File: config.mk
export PLATFORM = sky130hd
export DESIGN_NAME = tile_addr_gen
export DESIGN_NICKNAME = d
export VERILOG_FILES = /design/src/rtl/tile_pkg.sv /design/src/rtl/tile_swizzle.sv /design/src/rtl/raster_walker.sv /design/src/rtl/tile_offset_calc.sv /design/src/rtl/tile_addr_gen.sv
export SDC_FILE = /design/constraint.sdc
export NUM_CORES = 1
export LEC_CHECK = 0
export ABC_AREA = 1
export BUFFER_PORTS_ARGS = -buffer_cell sky130_fd_sc_hd__clkbuf_2
export CORE_MARGIN = 8
export CORE_UTILIZATION = 55
export CTS_CLUSTER_DIAMETER = 200
export CTS_CLUSTER_SIZE = 8
export DETAILED_ROUTE_END_ITERATION = 6
export PLACE_DENSITY_LB_ADDON = 0.1
export SLEW_MARGIN = 20
export SYNTH_ARGS = -nofsm -noshare
export SYNTH_HDL_FRONTEND = slang
export SYNTH_SLANG_ARGS = --single-unit
File: constraint.sdc
create_clock -name clk -period 9.9 [get_ports clk]
set_input_delay 0.495 -clock clk [delete_from_list [all_inputs] [get_ports clk]]
set_output_delay 0.495 -clock clk [all_outputs]
set_load 0.01 [all_outputs]
File: src/rtl/tile_pkg.sv
package tile_pkg;
  localparam int REG_EDGE_LOG = 4;
  localparam int BLK_EDGE_LOG = 2;
  localparam int IDX_W        = 2 * REG_EDGE_LOG;

  typedef enum logic {
    TILE_REGULAR = 1'b0,
    TILE_BLOCK   = 1'b1
  } tile_mode_e;
endpackage

File: src/rtl/tile_swizzle.sv
module tile_swizzle #(
  parameter int PAIRS = 4
) (
  input  logic [PAIRS-1:0]   lx,
  input  logic [PAIRS-1:0]   ly,
  output logic [2*PAIRS-1:0] idx
);
  for (genvar i = 0; i < PAIRS; i++) begin : g_pair
    assign idx[2*i+1] = ly[i];
    assign idx[2*i]   = lx[i] ^ ly[i];
  end
endmodule

File: src/rtl/raster_walker.sv
module raster_walker #(
  parameter int DIM_W = 12
) (
  input  logic             clk,
  input  logic             rst,
  input  logic             start,
  input  logic [DIM_W-1:0] img_w,
  input  logic [DIM_W-1:0] img_h,
  input  logic             ready,
  output logic             valid,
  output logic [DIM_W-1:0] x,
  output logic [DIM_W-1:0] y,
  output logic             done,
  output logic             launch,
  output logic             load_first,
  output logic             advance,
  output logic [DIM_W-1:0] nxt_x,
  output logic [DIM_W-1:0] nxt_y
);
  logic [DIM_W-1:0] w_q, h_q;
  logic             row_end, last, nonzero;

  assign launch     = start && !valid;
  assign nonzero    = (img_w != '0) && (img_h != '0);
  assign load_first = launch && nonzero;
  assign row_end    = (x == w_q - 1'b1);
  assign last       = row_end && (y == h_q - 1'b1);
  assign advance    = valid && ready && !last;
  assign nxt_x      = row_end ? '0 : x + 1'b1;
  assign nxt_y      = row_end ? y + 1'b1 : y;

  always_ff @(posedge clk) begin
    if (rst) begin
      valid <= 1'b0;
      done  <= 1'b0;
      x     <= '0;
      y     <= '0;
      w_q   <= '0;
      h_q   <= '0;
    end else begin
      done <= 1'b0;
      if (launch) begin
        w_q <= img_w;
        h_q <= img_h;
        x   <= '0;
        y   <= '0;
        if (nonzero) valid <= 1'b1;
        else         done  <= 1'b1;
      end else if (valid && ready) begin
        if (last) begin
          valid <= 1'b0;
          done  <= 1'b1;
        end else begin
          x <= nxt_x;
          y <= nxt_y;
        end
      end
    end
  end

  p_stall_hold_r7: assert property (@(posedge clk) disable iff (rst)
    valid && !ready |=> valid && $stable(x) && $stable(y));
  p_done_single_r8: assert property (@(posedge clk) disable iff (rst)
    done |=> !done);
  p_done_idle_r8: assert property (@(posedge clk) disable iff (rst)
    done |-> !valid);
  p_in_bounds_r2: assert property (@(posedge clk) disable iff (rst)
    valid |-> (x < w_q) && (y < h_q));
endmodule

File: src/rtl/tile_offset_calc.sv
module tile_offset_calc
  import tile_pkg::*;
#(
  parameter int DIM_W = 12,
  parameter int BPE_W = 5,
  parameter int OFS_W = 40
) (
  input  logic             clk,
  input  logic             rst,
  input  logic             load_first,
  input  logic             load_next,
  input  logic [DIM_W-1:0] nxt_x,
  input  logic [DIM_W-1:0] nxt_y,
  input  logic [DIM_W-1:0] cfg_w,
  input  logic [BPE_W-1:0] cfg_bpe,
  input  tile_mode_e       cfg_mode,
  output logic [OFS_W-1:0] ofs_q
);
  localparam int LIN_W = 2 * DIM_W + 1;

  logic                     blk;
  logic [DIM_W:0]           w_ext, tpr;
  logic [DIM_W-1:0]         t_row, t_col;
  logic [REG_EDGE_LOG-1:0]  lx, ly;
  logic [IDX_W-1:0]         intra;
  logic [LIN_W-1:0]         tile_lin;
  logic [OFS_W-1:0]         lin_w, elem_idx, ofs_d;

  assign blk   = (cfg_mode == TILE_BLOCK);
  assign w_ext = {1'b0, cfg_w};
  assign tpr   = blk ? ((w_ext + (DIM_W+1)'(3))  >> BLK_EDGE_LOG)
                     : ((w_ext + (DIM_W+1)'(15)) >> REG_EDGE_LOG);
  assign t_row = blk ? (nxt_y >> BLK_EDGE_LOG) : (nxt_y >> REG_EDGE_LOG);
  assign t_col = blk ? (nxt_x >> BLK_EDGE_LOG) : (nxt_x >> REG_EDGE_LOG);
  assign lx    = blk ? {2'b00, nxt_x[1:0]} : nxt_x[REG_EDGE_LOG-1:0];
  assign ly    = blk ? {2'b00, nxt_y[1:0]} : nxt_y[REG_EDGE_LOG-1:0];

  tile_swizzle #(.PAIRS(REG_EDGE_LOG)) u_swz (
    .lx  (lx),
    .ly  (ly),
    .idx (intra)
  );

  assign tile_lin = LIN_W'(t_row) * LIN_W'(tpr) + LIN_W'(t_col);
  assign lin_w    = OFS_W'(tile_lin);
  assign elem_idx = blk ? ((lin_w << (2*BLK_EDGE_LOG)) | OFS_W'(intra))
                        : ((lin_w << (2*REG_EDGE_LOG)) | OFS_W'(intra));
  assign ofs_d    = elem_idx * OFS_W'(cfg_bpe);

  always_ff @(posedge clk) begin
    if (rst)             ofs_q <= '0;
    else if (load_first) ofs_q <= '0;
    else if (load_next)  ofs_q <= ofs_d;
  end

  always_comb begin
    if (blk) a_blk_idx_r4: assert (intra < 16);
  end
endmodule

File: src/rtl/tile_addr_gen.sv
module tile_addr_gen
  import tile_pkg::*;
#(
  parameter int DIM_W = 12,
  parameter int BPE_W = 5,
  parameter int OFS_W = 40
) (
  input  logic             clk,
  input  logic             rst,
  input  logic             start,
  input  logic [DIM_W-1:0] img_w,
  input  logic [DIM_W-1:0] img_h,
  input  logic [BPE_W-1:0] elem_bytes,
  input  logic             blk_mode,
  input  logic             out_ready,
  output logic             out_valid,
  output logic [DIM_W-1:0] out_x,
  output logic [DIM_W-1:0] out_y,
  output logic [OFS_W-1:0] out_ofs,
  output logic             done
);
  logic             launch, load_first, advance;
  logic [DIM_W-1:0] nxt_x, nxt_y;
  logic [DIM_W-1:0] cfg_w;
  logic [BPE_W-1:0] cfg_bpe;
  tile_mode_e       cfg_mode;

  always_ff @(posedge clk) begin
    if (rst) begin
      cfg_w    <= '0;
      cfg_bpe  <= '0;
      cfg_mode <= TILE_REGULAR;
    end else if (launch) begin
      cfg_w    <= img_w;
      cfg_bpe  <= elem_bytes;
      cfg_mode <= tile_mode_e'(blk_mode);
    end
  end

  raster_walker #(.DIM_W(DIM_W)) u_walk (
    .clk        (clk),
    .rst        (rst),
    .start      (start),
    .img_w      (img_w),
    .img_h      (img_h),
    .ready      (out_ready),
    .valid      (out_valid),
    .x          (out_x),
    .y          (out_y),
    .done       (done),
    .launch     (launch),
    .load_first (load_first),
    .advance    (advance),
    .nxt_x      (nxt_x),
    .nxt_y      (nxt_y)
  );

  tile_offset_calc #(.DIM_W(DIM_W), .BPE_W(BPE_W), .OFS_W(OFS_W)) u_ofs (
    .clk        (clk),
    .rst        (rst),
    .load_first (load_first),
    .load_next  (advance),
    .nxt_x      (nxt_x),
    .nxt_y      (nxt_y),
    .cfg_w      (cfg_w),
    .cfg_bpe    (cfg_bpe),
    .cfg_mode   (cfg_mode),
    .ofs_q      (out_ofs)
  );

  p_ofs_hold_r7: assert property (@(posedge clk) disable iff (rst)
    out_valid && !out_ready |=> $stable(out_ofs));
  p_first_origin_r5: assert property (@(posedge clk) disable iff (rst)
    $rose(out_valid) |-> (out_ofs == '0) && (out_x == '0) && (out_y == '0));
  p_busy_start_r9: assert property (@(posedge clk) disable iff (rst)
    out_valid && start && !out_ready |=> out_valid && $stable(out_x) && $stable(out_y));
endmodule

==> summary.txt <==
Critical path
  – Worst EP arrival: 9980 ps
  – CP bufs+invs: 7
  – Reg-to-Reg End: u_ofs.ofs_q[31]
  – Slowest-stage cell, CP: fa_2
  – R2R Path Start: u_walk.w_q[4]
  – Most used cell, CP: nand2_2
  – Reg2reg setup slack: 140 ps
  – Worst path top cell family by delay: adder cells
  – Critical path class: flip-flop to flip-flop
  – Max Fanout on Critical Path: 6
  – Worst path required time: 10120 ps
  – CP Launch Type: flip-flop
  – Critical Path Max Stage Delay: 590 ps
  – Worst Reg-to-Reg Cells: 46
  – Crit end category: flip-flop

Layout
  – Layout Nets: 2853
  – Area Overhead vs Synth: 30.15%
  – Layout cells sized above 1: 28.24%
  – Final std cells w/o fill: 2880
  – Design Area, Final: 19590 µm²
  – # diodes: 0

Placement
  – Area after DPL: 17680 µm²
  – DP HPWL: 40010 µm
  – # port buffers: 96
  – GP Congestion: 0.9789
  – Inst Count DP: 2839

Run
  – Max Cap Viol: 0

Logic synthesis
  – Mean post-synth cell area: 6.874 µm²
  – FFs w/ async S/R, synth: 0%
  – Number of enable flip-flop cells after synthesis: 0
  – Share of the synthesized area in the top cell type: 22.35%
  – Yosys top cell by area: fa_1
  – Post-synth top cells: 441 x nand2_1, 338 x inv_1, 314 x nor2_1, 168 x fa_1, 138 x o21ai_0
  – Sequential fraction of the synthesis area: 12.37%
  – Synth top area cells: fa_1 22%, dfxtp_1 12%, nand2_1 11%
  – Syn Std Cell Area: 15050 µm²
  – Top_reg_cell synth: dfxtp_1
  – Post-synthesis cell count: 2189
  – Yosys reg bits: 93
  – Unique masters post-synth: 47
  – Most frequent cell after synthesis: nand2_1
  – Yosys Warn Count: 0

Floorplan
  – Die width: 181.4 µm
  – CORE AREA: 26880 µm²
  – Height of the die: 181.4 µm
  – Die ar.: 32910 µm²
  – Num ports: 100
  – Cell Rows: 60
  – Initial Utilization: 55.99%

STA
  – Slew @ Worst Pin: 1005 ps
  – Setup Skew: 11.90 ps
  – Final period util: 98.62%
  – Slew Viols, Final: 0
  – Max-slew headroom: 32.61%
  – Final setup vio count: 0
  – F_max: 0.1024 GHz
  – Minimum clock period: 9763 ps
  – Hold Fails Final Rpt: 0
  – Hold slack final: 352.9 ps

GRT
  – GR Overflow Total: 0
  – First-pass GRT wire length: 78440 µm
  – GRT Util Overall: 29.27%
  – Initial antenna violation count: 0
  – Largest net degree at the start of global routing: 62
  – Number of global-route vias before repair: 15650

Clocking
  – Longest Clk Path Bufs: 2
  – Clock-pin slew on the worst setup and hold paths: 80 ps
  – Clk sink count: 93
  – H-tree levels: 3
  – Worst skew pair latency: 360 ps
  – CTS Buf Count: 9
  – Cts hold-fix bufs: 0
  – CTS tree: yes
  – Root buf cell: clkbuf_16

Drt
  – DR iter-0 viols: 883
  – Detailed-route via count: 15690
  – Via density: 5.449
  – Met2 WL post-DR: 24970 µm
  – Met3 Wirelength: 2624 µm
  – 1st-pass router iterations: 5
  – Final ANT Viol Nets: 0
  – DR DRC count: 0
  – Routed len/inst: 17.44 µm
  – Drt total wl: 50240 µm
  – Met1 Routed Length: 20590 µm
  – Top routing layer in use: met4

Worst hold path
  – Hold Path Cell Cnt: 2
  – Hold endpoint: u_walk.done
  – Hold WC Path Type: input port to flip-flop
  – Hold path startpoint: rst

Power
  – Leakage: 0.009877 µW
  – Power per Cell Area: 128.9 nW/µm²
  – VDD IR max: 0.08335 mV

Outcome
  – Status: complete, no violations
## report_power, final
group	internal [µW]	total, µW	switching, µW
Sequential	395	423	27.5
Combinational	745	1690	948
Clock	238	410	172
## placed cells by master, fill, tap and decap left out, types with 13 or more instances in the layout
| cell | instances |
|---|---|
| o21ai_1 | 25 |
| ha_4 | 29 |
| dfxtp_1 | 84 |
| nand4_1 | 17 |
| nand3_1 | 113 |
| nand2_4 | 15 |
| xor2_1 | 43 |
| inv_1 | 323 |
| clkbuf_2 | 96 |
| nor2_4 | 32 |
| nor2_1 | 267 |
| nor2_2 | 31 |
| nand2_1 | 394 |
| buf_4 | 284 |
| a21o_1 | 13 |
| xnor2_1 | 19 |
| a21oi_2 | 32 |
| nor3_1 | 14 |
| a21oi_1 | 102 |
| o21ai_0 | 110 |
| inv_2 | 28 |
| nand2_2 | 48 |
| fa_1 | 157 |
| ha_1 | 87 |
| nand3_2 | 22 |
## stage by stage
stage	utilization, %	total power (µW)	setup TNS, ps	setup WS [ps]
2_1_floorplan	-	1226	0	662.6
6_report	72.87	2525	0	136.6
3_5_place_dp	65.79	1810	-1812	-334.3
5_1_grt	72.87	2699	-1712	-143.5
3_3_place_gp	65.79	1805	-594.4	-214.2
4_1_cts	67.59	2242	0	5.237
## worst max path at each step
stage	from	end	slack (ps)	cells after the start
after floorplan	u_walk.w_q[0]	u_ofs.ofs_q[29]	660	50
after global placement	u_walk.w_q[1]	u_ofs.ofs_q[29]	-210	50
after detailed placement	u_walk.w_q[1]	u_ofs.ofs_q[29]	-330	50
after CTS	u_walk.w_q[2]	u_ofs.ofs_q[29]	5	53
after global routing	u_walk.w_q[4]	u_ofs.ofs_q[31]	-140	46
final	u_walk.w_q[4]	u_ofs.ofs_q[31]	140	46
## layout make-up
class / count / area, µm²
well taps: 341 / 426.7
inverters: 359 / 1358
repair buffers: 390 / 2738
clock inverters: 4 / 77.57
flip-flops and latches: 93 / 1876
fillers: 2227 / 7291
multi-input cells: 1681 / 12850
clock buffers: 12 / 256.5
## flip-flops by register name, indices dropped and copies added (netlist names)
| signal | cells |
|---|---|
| u_ofs.ofs_q | 37 |
| u_walk.h_q | 12 |
| u_walk.w_q | 12 |
| u_walk.x | 12 |
| u_walk.y | 12 |
| cfg_bpe | 5 |
| cfg_mode | 1 |
| u_walk.done | 1 |
| u_walk.valid | 1 |
## per-layer routing
metal	vias up	track usage (%)
li1	7566	-
met1	7500	36.05
met2	496	51.67
met5	-	0
met3	131	4.072
met4	0	10.30
## repair_timing
item | in CTS | in global routing
pin swaps | 9 | 135
setup buffers | 2 | 22
resized for setup | 24 | 310
endpoints found under the setup margin | 15 | 22
cloned | 1 | 0
## kinds of logic after synthesis
group                      count (synthesis)  synth area share (%)
and+or+nand+nor                          995                 28.13
DFF                                       93                 12.37
AOI/OAI and AO/OA                        325                 12.02
other                                      1               0.02492
xor gates and xnor gates                  70                 4.166
muxes                                      2                0.1330
buffers and inverters                    418                 11.08
adders and majority gates                285                 32.08
No activity file was read; power rests on OpenSTA's default activity.
